<file path="src/rtl/link_bringup_pkg.sv">
`timescale 1ns/1ps
package link_bringup_pkg;

  localparam int LB_SCRIPT_LEN = 10;
  localparam int LB_OFS_W      = 20;
  localparam int LB_DATA_W     = 32;

  typedef enum logic [2:0] {
    ST_RST, ST_WAIT1, ST_SETTLE, ST_WAIT2, ST_WRITE, ST_DONE, ST_ERR
  } lb_state_e;

  typedef enum logic {TGT_LOC = 1'b0, TGT_PEER = 1'b1} lb_tgt_e;

  typedef struct packed {
    lb_tgt_e               tgt;
    logic [LB_OFS_W-1:0]   ofs;
    logic [LB_DATA_W-1:0]  data;
  } lb_wr_t;

  // Fixed programming script; four words depend on the device ID width.
  function automatic lb_wr_t lb_script(input logic [3:0] idx, input logic id16);
    lb_wr_t e;
    case (idx)
      4'd0:    e = '{TGT_LOC,  20'h00060, id16 ? 32'h00FF_AAAA : 32'h00AA_FFFF};
      4'd1:    e = '{TGT_LOC,  20'h0013C, 32'h6000_0000};
      4'd2:    e = '{TGT_PEER, 20'h00060, id16 ? 32'h00FF_5555 : 32'h0055_FFFF};
      4'd3:    e = '{TGT_PEER, 20'h0013C, 32'h6000_0000};
      4'd4:    e = '{TGT_LOC,  20'h1040C, id16 ? 32'h5555_0000 : 32'h0055_0000};
      4'd5:    e = '{TGT_LOC,  20'h10404, 32'h0000_0004};
      4'd6:    e = '{TGT_PEER, 20'h10504, 32'h0000_000F};
      4'd7:    e = '{TGT_PEER, 20'h10304, 32'h0000_0004};
      4'd8:    e = '{TGT_LOC,  20'h1010C, id16 ? 32'h5555_FF00 : 32'h0055_FF00};
      default: e = '{TGT_LOC,  20'h10104, 32'h0000_0004};
    endcase
    return e;
  endfunction

endpackage

</file>
<file path="src/rtl/lb_span_counter.sv">
`timescale 1ns/1ps
module lb_span_counter #(
  parameter int CW = 12
) (
  input  logic          clk,
  input  logic          rst_n,
  input  logic          clr_i,
  output logic [CW-1:0] cnt_o
);
  always_ff @(posedge clk or negedge rst_n) begin
    if (!rst_n)                cnt_o <= '0;
    else if (clr_i)            cnt_o <= '0;
    else if (cnt_o != '1)      cnt_o <= cnt_o + 1'b1;
  end
endmodule

</file>
<file path="src/rtl/lb_mm_writer.sv">
`timescale 1ns/1ps
module lb_mm_writer #(
  parameter int AW = 20,
  parameter int DW = 32
) (
  input  logic          clk,
  input  logic          rst_n,
  input  logic          start_i,
  input  logic [AW-1:0] addr_i,
  input  logic [DW-1:0] data_i,
  input  logic          wait_i,
  output logic          wr_o,
  output logic [AW-1:0] addr_o,
  output logic [DW-1:0] data_o,
  output logic          ack_o
);
  always_ff @(posedge clk or negedge rst_n) begin
    if (!rst_n) begin
      wr_o   <= 1'b0;
      addr_o <= '0;
      data_o <= '0;
    end else if (start_i) begin
      wr_o   <= 1'b1;
      addr_o <= addr_i;
      data_o <= data_i;
    end else if (wr_o && !wait_i) begin
      wr_o   <= 1'b0;
    end
  end

  assign ack_o = wr_o & ~wait_i;
endmodule

</file>
<file path="src/rtl/link_bringup_seq.sv">
`timescale 1ns/1ps
module link_bringup_seq
  import link_bringup_pkg::*;
#(
  parameter int CLK_PERIOD_PS = 5000,
  parameter int RESET_NS      = 200,
  parameter int SETTLE_NS     = 5000,
  parameter int INIT_TIMEOUT  = 2000,
  parameter bit ID16          = 1'b0,
  parameter int ADDR_W        = 20
) (
  input  logic              clk,
  input  logic              rst_n,
  input  logic              loc_init_i,
  input  logic              peer_init_i,
  output logic              ep_rst_n_o,
  output logic              loc_wr_o,
  output logic [ADDR_W-1:0] loc_addr_o,
  output logic [31:0]       loc_wdata_o,
  input  logic              loc_wait_i,
  output logic              peer_wr_o,
  output logic [ADDR_W-1:0] peer_addr_o,
  output logic [31:0]       peer_wdata_o,
  input  logic              peer_wait_i,
  output logic              done_o,
  output logic              err_o
);
  localparam int RESET_CYC  = (RESET_NS * 1000 + CLK_PERIOD_PS - 1) / CLK_PERIOD_PS;
  localparam int SETTLE_CYC = (SETTLE_NS * 1000 + CLK_PERIOD_PS - 1) / CLK_PERIOD_PS;
  localparam int MAX_A      = (RESET_CYC > SETTLE_CYC) ? RESET_CYC : SETTLE_CYC;
  localparam int MAX_CYC    = (MAX_A > INIT_TIMEOUT) ? MAX_A : INIT_TIMEOUT;
  localparam int CNT_W      = $clog2(MAX_CYC + 1);
  localparam int IDX_W      = $clog2(LB_SCRIPT_LEN);

  lb_state_e          state, nxt_state;
  logic [CNT_W-1:0]   cnt;
  logic [IDX_W-1:0]   idx;
  logic               pend, start, ack_sel, both_up;
  lb_wr_t             ent;
  logic [1:0]         start_v, ack_v, wait_v, wr_v;
  logic [ADDR_W-1:0]  addr_v [2];
  logic [31:0]        data_v [2];

  assign both_up = loc_init_i & peer_init_i;
  assign ent     = lb_script(4'(idx), ID16);

  always_comb begin
    nxt_state = state;
    unique case (state)
      ST_RST:    if (cnt == CNT_W'(RESET_CYC - 1)) nxt_state = ST_WAIT1;
      ST_WAIT1:  if (both_up) nxt_state = ST_SETTLE;
                 else if (cnt == CNT_W'(INIT_TIMEOUT - 1)) nxt_state = ST_ERR;
      ST_SETTLE: if (cnt == CNT_W'(SETTLE_CYC - 1)) nxt_state = ST_WAIT2;
      ST_WAIT2:  if (both_up) nxt_state = ST_WRITE;
                 else if (cnt == CNT_W'(INIT_TIMEOUT - 1)) nxt_state = ST_ERR;
      ST_WRITE:  if (pend && ack_sel && idx == IDX_W'(LB_SCRIPT_LEN - 1)) nxt_state = ST_DONE;
      default:   nxt_state = state;
    endcase
  end

  lb_span_counter #(.CW(CNT_W)) u_span (
    .clk   (clk),
    .rst_n (rst_n),
    .clr_i (nxt_state != state),
    .cnt_o (cnt)
  );

  always_ff @(posedge clk or negedge rst_n) begin
    if (!rst_n) begin
      state <= ST_RST;
      pend  <= 1'b0;
      idx   <= '0;
    end else begin
      state <= nxt_state;
      if (state == ST_WRITE) begin
        if (!pend) begin
          pend <= 1'b1;
        end else if (ack_sel) begin
          pend <= 1'b0;
          idx  <= idx + 1'b1;
        end
      end
    end
  end

  assign start = (state == ST_WRITE) && !pend;

  always_comb begin
    start_v = '0;
    start_v[int'(ent.tgt)] = start;
  end
  assign ack_sel = ack_v[int'(ent.tgt)];
  assign wait_v  = {peer_wait_i, loc_wait_i};

  for (genvar g = 0; g < 2; g++) begin : g_port
    lb_mm_writer #(.AW(ADDR_W), .DW(32)) u_wr (
      .clk     (clk),
      .rst_n   (rst_n),
      .start_i (start_v[g]),
      .addr_i  (ADDR_W'(ent.ofs)),
      .data_i  (ent.data),
      .wait_i  (wait_v[g]),
      .wr_o    (wr_v[g]),
      .addr_o  (addr_v[g]),
      .data_o  (data_v[g]),
      .ack_o   (ack_v[g])
    );
  end

  assign loc_wr_o     = wr_v[0];
  assign loc_addr_o   = addr_v[0];
  assign loc_wdata_o  = data_v[0];
  assign peer_wr_o    = wr_v[1];
  assign peer_addr_o  = addr_v[1];
  assign peer_wdata_o = data_v[1];

  assign ep_rst_n_o = (state != ST_RST);
  assign done_o     = (state == ST_DONE);
  assign err_o      = (state == ST_ERR);
endmodule

</file>
<file path="config.mk">
export PLATFORM = sky130hd
export DESIGN_NAME = link_bringup_seq
export DESIGN_NICKNAME = d
export VERILOG_FILES = /design/src/rtl/link_bringup_pkg.sv /design/src/rtl/lb_span_counter.sv /design/src/rtl/lb_mm_writer.sv /design/src/rtl/link_bringup_seq.sv
export SDC_FILE = /design/constraint.sdc
export NUM_CORES = 1
export LEC_CHECK = 0
export BUFFER_PORTS_ARGS = -buffer_cell sky130_fd_sc_hd__buf_2
export CELL_PAD_IN_SITES_DETAIL_PLACEMENT = 2
export CELL_PAD_IN_SITES_GLOBAL_PLACEMENT = 2
export CORE_ASPECT_RATIO = 1.25
export CORE_UTILIZATION = 29
export CTS_BUF_LIST = sky130_fd_sc_hd__clkbuf_16
export DETAILED_ROUTE_END_ITERATION = 10
export PLACE_DENSITY = 0.77
export SETUP_SLACK_MARGIN = 0.5
export SLEW_MARGIN = 30
export SYNTH_ARGS = -nofsm -noshare
export SYNTH_HDL_FRONTEND = slang
export SYNTH_SLANG_ARGS = --single-unit
</file>
<file path="constraint.sdc">
create_clock -name clk -period 2.16 [get_ports clk]
set_input_delay 0.324 -clock clk [delete_from_list [all_inputs] [get_ports clk]]
set_output_delay 0.324 -clock clk [all_outputs]
set_load 0.01 [all_outputs]
</file>
## Word level (Yosys, flattened, before mapping)

Memories as Yosys holds them, arrays and structs flattened.
Cells that the tools add are included.

- Flip-flop bits (word level): 125
- Bits in latches: 0
- RAM bits: 0
- ROM bits: 576
- Input port bits: 6
- Output and inout bits: 109
- Memories: 1

- $add $sub $neg: 2
- $mul: 0
- Div/mod/pow operators: 0
- Order comparisons: 2
- Equality and inequality tests: 12
- Shift operators: 0
- Mux-type cells: 19
- Bitwise operators: 6
- Reduce and logical (&&, ||, !) cells: 15

Memories:

| memory | words | bits a word | read ports | clocked after Yosys merged registers in | wr ports | RTL line | text |
|---|---|---|---|---|---|---|---|
| (no name shown) | 16 | 36 | 1 | 0 | 0 | link_bringup_pkg.sv:23 | `case (idx)` |

Operators with widths:

| kind | count |
|---|---|
| $mux 11 | 2 |
| $mux 3 | 6 |
| $pmux 3 s5 | 1 |
| $add 11x1->11 const B | 1 |
| $eq 11x10->1 const B | 1 |
| $eq 11x11->1 const B | 1 |
| $eq 11x6->1 const B | 1 |
| $ne 11x11->1 const B | 1 |
| $eq 3x3->1 const B | 3 |
| $mux 1 | 9 |
| $eq 3x2->1 const B | 2 |
| $logic_and 1x1->1 | 6 |
| $reduce_bool 2->1 | 3 |
| $add 4x1->4 const B | 1 |
| $eq 4x4->1 const B | 1 |
| $and 1x1->1 | 3 |
| $eq 3x1->1 const B | 1 |
| $logic_not 1->1 | 3 |
| $logic_not 3->1 | 1 |
| $ne 3x3->1 | 1 |
| $reduce_and 3->1 | 1 |
| $reduce_bool 3->1 | 1 |
| $and 2x2->2 | 1 |
| $lt 1x2->1 const B | 1 |
| other kinds (3) | 4 |

## Longest topological paths before layout

Gate-level depths: netlist of the first run.

- Word-level depth: 10
- Gate-level depth with buffers: 8
- Mapped depth without buffers: 6

## Cells and area by module

A second synthesis of the first run with hierarchy kept.

- Cells, all modules: 378
- Area total of the unflattened synthesis: 5786.8 um2

Modules (own cells, without submodules):

| module | instances | cells each | area an instance (um2) | sequential area each (um2) |
|---|---|---|---|---|
| lb_mm_writer | 2 | 113 | 2220.9 | 1326.3 |
| link_bringup_seq | 1 | 92 | 745.7 | 200.2 |
| lb_span_counter | 1 | 60 | 599.3 | 275.3 |

## Least setup slack after synthesis of the first run

OpenSTA, ideal clock, no wires.

- Kind: flip-flop to flip-flop
- Start: reg u_span.cnt_o[0]
- End: reg u_span.cnt_o[5]
- Library setup time: 94 ps
- Data arrival time: 1653 ps
- Data required time: 2066 ps
- Setup slack: 414 ps
- Stages on the path, launching flop included: 9
- Cells stage by stage: dfrtp_1 -> ha_1 -> and3_1 -> buf_2 -> a41oi_1 -> or3b_1 -> o211ai_2 -> buf_6 -> a211oi_1

- Word-level cells in the longest chain between the ends: 6
- Elaborated cells between the ends (all ways): 15
- Those cells by class: add/sub: 1; eq/ne: 5; mux: 8; reduce/logical: 1

RTL lines:

| element | RTL line | text |
|---|---|---|
| from (decl) | lb_span_counter.sv:8 | `output logic [CW-1:0] cnt_o` |
| from (signal assigned) | lb_span_counter.sv:13 | `else if (cnt_o != '1) cnt_o <= cnt_o + 1'b1;` |
| $eq 11x11->1 | link_bringup_seq.sv:52, link_bringup_seq.sv:55 |  |
| $mux 3 | link_bringup_seq.sv:52, link_bringup_seq.sv:55 |  |
| $mux 3 (on tied branches) | link_bringup_seq.sv:54, link_bringup_seq.sv:51 |  |
| $pmux 3 s5 | link_bringup_seq.sv:49 | `unique case (state)` |
| $ne 3x3->1 | link_bringup_seq.sv:64 | `.clr_i (nxt_state != state),` |
| $mux 11 / $reduce_bool 2->1 (equally long branches) | - |  |

Several ways; a longest one is shown, not always the timed one. The select of a mux whose other input is x is not followed.
A chain may end at the register's enable or synchronous reset.

## Final worst setup path of the first run

- Start: reg u_span.cnt_o[1]
- End: reg u_span.cnt_o[9]

Same word-level chain as after synthesis.

==> key figures, run 1 <==
STA
  – Max Fclk: 557 MHz
  – Count of final max-slew check failures: 0
  – Setup violations, final: 0
  – Setup TNS: 0 ns
  – Final Cycle Share: 0.831
  – Max-slew headroom: 0.669
  – Tmin final: 1.79 ns
  – Final clock skew: 0.00360 ns
  – Count of final hold-check violations: 0
  – Slew @ Worst Pin: 0.492 ns
  – Fin Hold WS: 0.279 ns
  – RSZ-0062 raised after global routing: yes

Route
  – Total wire length: 7770 um
  – Initial DRC count: 28
  – DR vias/cell: 4.44
  – DR pass1 iterations: 4
  – ANT nets after route: 0
  – Per-cell routed wire length: 15.9 um
  – Vias: 2170
  – Remaining DRCs: 0

Global route
  – First-pass GRT wire length: 11900 um
  – Antenna violations before repair: 0
  – Tot GR Track Use: 0.145
  – Grt total ovfl: 0
  – Number of global-route vias before repair: 2306
  – Largest net degree at the start of global routing: 18

Final layout
  – Most frequent cells in the layout: buf_2, dfrtp_1, conb_1, buf_4, nand2_1
  – Syn-to-layout area delta: 23.8%
  – Ant diodes: 0
  – Layout fillers: 1096
  – Nets@finish: 376
  – Fraction of layout cells with a size suffix above 1: 0.463
  – Commonest non-fill, non-tap cell in the layout: buf_2

Floorplanning
  – FP Rows: 40
  – Die ar.: 10500 sq um
  – Initial Utilization: 0.302
  – Die width: 91.9 um
  – Core footprint: 9710 sq um
  – IO Count: 115
  – Die H: 114 um

Worst hold path
  – HP Class: in2reg
  – Worst hold path depth: 3
  – Min-delay src: loc_wait_i
  – Hold EP: g_port[0].u_wr.wr_o

Worst setup path
  – Largest stage delay on the critical path: 0.44 ns
  – Worst r2r src: u_span.cnt_o[1]
  – CP endpoint kind: register
  – Largest delay share family, worst path: simple AND/OR/NAND/NOR gates
  – Critical path launch point type: register
  – RR Endpoint: u_span.cnt_o[9]
  – CP arrival: 1.96 ns
  – R2R depth: 7
  – Setup slack, reg-to-reg: 0.37 ns
  – Worst path bufs/invs: 1
  – Crit Path Max Fanout: 7
  – Slowest-stage cell, CP: or3b_4
  – Worst Setup Path Type: reg2reg
  – Crit path required time: 2.33 ns
  – CP cell instances: ha_4 -> and3_4 -> a41oi_2 -> or3b_4 -> o211ai_4 -> buf_6 -> a21oi_1

Clock network
  – CTS tree: built
  – Root cell of the clock tree: clkbuf_16
  – Clock Latency Late Sink: 0.29 ns
  – CTS Sinks: 49
  – Clock-pin slew on the worst setup and hold paths: 0.07 ns
  – Max clock buf depth: 2
  – Num CTS Buffers: 5
  – H-tree Lvls: 2

Outcome
  – Status: finished, final reports clean

Placement
  – Hpwl dp: 5110 um
  – PortBufs: 80
  – GP Congestion: 0.803

Pwr
  – Worst VDD drop: 413 uV
  – Leak Pwr: 1.95 nW
  – Power Density: 936 nW/um^2

Synth
  – Yosys reg bits: 49
  – YS warnings: 0
  – FFs w/ async S/R, synth: 1.00
  – Synth Cell Area: 2930 sq um
  – EDFF count, synth: 0
  – Syn Area/Cell: 10.1 sq um
  – Main flop type after synthesis: dfrtp_1
  – Seq/Total Area, Yosys: 0.418
  – Gate Count Post-Synth: 291
  – Synth cell types: 47

Run
  – Max cap viols: 0
-- layout make-up --
class	instances	area (sq um)	area share
multi-input cells	183	1290	0.356
flip-flops and latches	49	1230	0.340
repair buffers	118	786	0.216
well taps	126	158	0.0434
clock buffers	5	125	0.0345
clock inverters	3	18.8	0.00517
inverters	5	18.8	0.00517
-- through the flow --
stage	worst slack, ns	cells	utilization	power, mW	area [sq um]
6_report	0.366	489	0.374	3.40	3630
5_1_grt	0.290	489	0.374	3.61	3630
4_1_cts	0.397	479	0.354	3.27	3440
3_5_place_dp	0.143	453	0.315	2.36	3060
3_3_place_gp	0.303	453	0.315	2.28	3060
2_1_floorplan	0.447	324	-	2.18	3080
-- sequential cells by signal, indices dropped and copies added, names as in the netlist --
| signal | cells |
|---|---|
| u_span.cnt_o | 11 |
| idx | 4 |
| state | 3 |
| g_port.u_wr.wr_o | 2 |
| pend | 1 |
| g_port.u_wr.data_o | 14 |
| g_port.u_wr.addr_o | 14 |
-- report_power, final --
group	internal, mW	switching (mW)
logic	0.617	0.657
registers	1.11	0.237
clock network	0.425	0.350
total	2.15	1.24
-- Yosys cell counts (4+ instances only) --
cell type | number | area (sq um)
a21o_1 | 4 | 30.0
a21oi_1 | 8 | 40.0
a31oi_1 | 4 | 25.0
and3_1 | 5 | 31.3
buf_4 | 78 | 586
buf_6 | 4 | 45.0
dfrtp_1 | 49 | 1230
ha_1 | 8 | 100
inv_1 | 5 | 18.8
mux2_2 | 15 | 169
nand2_1 | 25 | 93.8
nand2b_1 | 4 | 25.0
nand3_1 | 4 | 20.0
nor2_1 | 14 | 52.6
o21ai_0 | 14 | 70.1
-- routing by layer --
layer  share of wire  track usage
met5               0            0
met2            0.57        0.282
met3           0.053       0.0292
met1            0.36        0.153
met4           0.016       0.0552
-- worst reg2reg max path: cells and delay by family (launching register included) --
| family | cells | cell delay (ns) |
|---|---|---|
| simple gates | 2 | 0.65 |
| flops | 1 | 0.40 |
| compound gates | 3 | 0.28 |
| fa+ha+maj | 1 | 0.17 |
| buf+inv | 1 | 0.17 |
-- logic make-up after synthesis --
| group | after synthesis | share of synthesized area |
|---|---|---|
| buf+inv | 92 | 0.229 |
| simple gates | 79 | 0.149 |
| compound gates | 39 | 0.0858 |
| flops | 49 | 0.418 |
| other cells | 1 | 0.00128 |
| fa+ha+maj | 8 | 0.0341 |
| xor+xnor | 6 | 0.0179 |
| mux | 17 | 0.0644 |
-- worst max path at each step --
stage,from,end,slack (ns),depth (start not counted)
after detailed placement,idx[1],u_span.cnt_o[9],0.14,6
after floorplan,u_span.cnt_o[0],u_span.cnt_o[9],0.45,8
after CTS,u_span.cnt_o[0],u_span.cnt_o[6],0.40,7
final,u_span.cnt_o[1],u_span.cnt_o[9],0.37,7
after global placement,idx[1],u_span.cnt_o[9],0.30,6
after global routing,u_span.cnt_o[1],u_span.cnt_o[9],0.29,7
-- repair_timing --
action / CTS / global route
gates resized for setup: 22 / 18
endpoints found under the hold margin: 15 / 0
pin swaps: 5 / 11
setup endpoints to repair: 38 / 33
cloned: 2 / 1
hold buffers: 1 / 0
buffers inserted: 15 / 9
(Power assumes the default switching activity.)
==> run 2: changes to the inputs <==
==> constraint.sdc (replaced) <==
create_clock -name clk -period 1.66 [get_ports clk]
set_input_delay 0.249 -clock clk [delete_from_list [all_inputs] [get_ports clk]]
set_output_delay 0.249 -clock clk [all_outputs]
set_load 0.01 [all_outputs]
==> run 2 against run 1 <==
Effect of this change: the flow now finishes with violations (negative setup slack); fmax up 4.5%; wire length up 20%; via count up 7.4%; cell area up 14%; sequential power up 26%; clock skew up 0.0047 ns; largest power group is now combinational logic.
==> key figures, run 2 (synthesized netlist as in run 1, its figures left out) <==
Route
  – Top routing layer used: met4
  – Per-cell routed wire length: 18.1 um
  – Met2 Wirelength: 5570 um
  – DR vias/cell: 4.52
  – Remaining DRCs: 0
  – Met3 WL: 438 um
  – Vias: 2330
  – Initial DRC count: 43
  – ANT nets after route: 0
  – Total wire length: 9340 um
  – DR pass1 iterations: 4
  – Metal1 wirelength: 3160 um

STA
  – Final Cycle Share: 1.03
  – Worst setup margin: -0.0563 ns
  – Count of final hold-check violations: 0
  – RSZ-0062 raised after global routing: yes
  – Count of final max-slew check failures: 0
  – Setup violations, final: 27
  – Max Fclk: 583 MHz
  – Fin Hold WS: 0.185 ns
  – Final clock skew: 0.00826 ns
  – Tmin final: 1.72 ns

Floorplanning
  – Die H: 114 um
  – Die width: 91.9 um
  – Initial Utilization: 0.302
  – IO Count: 115
  – Die ar.: 10500 sq um
  – FP Rows: 40
  – Core footprint: 9710 sq um

Worst setup path
  – Worst r2r src: u_span.cnt_o[8]
  – CP endpoint kind: register
  – RR Endpoint: u_span.cnt_o[8]
  – CP arrival: 1.90 ns
  – Setup slack, reg-to-reg: -0.06 ns
  – Crit Path Max Fanout: 5
  – Crit path required time: 1.84 ns
  – Worst Setup Path Type: reg2reg
  – Critical path launch point type: register
  – R2R depth: 5

Global route
  – Grt total ovfl: 0
  – Antenna violations before repair: 0
  – Largest net degree at the start of global routing: 25
  – Number of global-route vias before repair: 2436
  – Tot GR Track Use: 0.168
  – First-pass GRT wire length: 13300 um

Pwr
  – Clock power share: 0.213
  – Leak Pwr: 2.19 nW
  – Comb pwr share: 0.436
  – Design Power: 4.85 mW
  – Sequential share of power: 0.351
  – Switch share: 0.366
  – Internal: 3.08 mW
  – Worst VDD drop: 537 uV
  – Power Density: 1170 nW/um^2
  – Switching power total: 1.78 mW

Worst hold path
  – Hold EP: g_port[0].u_wr.wr_o
  – HP Class: in2reg
  – Min-delay src: loc_wait_i
  – Worst hold path depth: 3

Final layout
  – Fin cells: 515
  – Commonest non-fill, non-tap cell in the layout: buf_2
  – Top flop regs: g_port.u_wr.addr_o x14, g_port.u_wr.data_o x14, u_span.cnt_o x11
  – Syn-to-layout area delta: 41.7%
  – Nets@finish: 402
  – Final Cell Area: 4150 sq um
  – Ant diodes: 0
  – Fraction of layout cells with a size suffix above 1: 0.573
  – Final design utilization: 0.428
  – Most frequent cells in the layout: buf_2, dfrtp_1, buf_4, conb_1, buf_6

Placement
  – Dpl cells: 470
  – Hpwl dp: 5350 um
  – PortBufs: 80
  – GP Congestion: 0.753
  – Post-DP Area: 3210 sq um

Clock network
  – Root cell of the clock tree: clkbuf_16
  – Clock Latency Late Sink: 0.30 ns
  – Clock-pin slew on the worst setup and hold paths: 0.07 ns
  – CTS Sinks: 49
  – Max clock buf depth: 2
  – H-tree Lvls: 2
  – Num CTS Buffers: 5
  – CTS tree: built

Outcome
  – Failing checks: negative setup slack
  – Status: complete, but fails checks

Run
  – Max cap viols: 0
## run 2: what timing repair did
action / 4_1_cts / 5_1_grt
pin swaps: 22 / 12
buffers inserted: 23 / 11
gates cloned: 2 / 0
endpoints found under the hold margin: 12 / 0
endpoints found under the setup margin: 68 / 72
hold buffers: 1 / 0
resized for setup: 78 / 39
## run 2: power groups by stage
stage | logic [mW] | clock network (mW) | registers, mW
floorplan | 1.11 | 0 | 1.73
finish | 2.12 | 1.03 | 1.70
CTS | 1.98 | 1.04 | 1.67
global placement | 1.49 | 0 | 1.67
detailed placement | 1.56 | 0 | 1.69
global route | 2.29 | 1.11 | 1.74
## run 2: worst max-delay path: stages, from the launching register on
cell and delay, ns:
dfrtp_1 0.41, or4_4 0.58, o2bb2ai_4 0.15, nand3_2 0.16, o211ai_4 0.22, nor3_2 0.08
## run 2: how the worst max path moves through the flow
stage                         start               to  slack (ns)  cells past startpoint
finish              u_span.cnt_o[8]  u_span.cnt_o[8]       -0.06                      5
global route        u_span.cnt_o[0]  u_span.cnt_o[3]       -0.12                      6
CTS                 u_span.cnt_o[1]  u_span.cnt_o[0]       -0.03                      6
detailed placement           idx[3]  u_span.cnt_o[7]       -0.24                      6
global placement             idx[3]  u_span.cnt_o[2]       -0.14                      6
floorplan           u_span.cnt_o[0]  u_span.cnt_o[9]       -0.05                      8
## run 2: metrics by stage
stage	setup TNS, ns	setup slack [ns]
after floorplan	-0.438	-0.0532
after global placement	-1.49	-0.144
after detailed placement	-2.33	-0.237
after CTS	-0.225	-0.0294
after global routing	-2.62	-0.116
final	-0.930	-0.0563
## run 2: final cells by class
cell class	instances	area [sq um]
clock buffer	5	125
inverter	5	18.8
timing repair buffer	143	1120
multi-input combinational	184	1480
fill	1059	5560
tap	126	158
sequential	49	1230
clock inverter	3	17.5
## run 2: metal layers
metal  global-route usage  up-vias
li1                     -     1060
met4               0.0542        0
met3               0.0392       16
met2                0.332       80
met5                    0        -
met1                0.171     1174
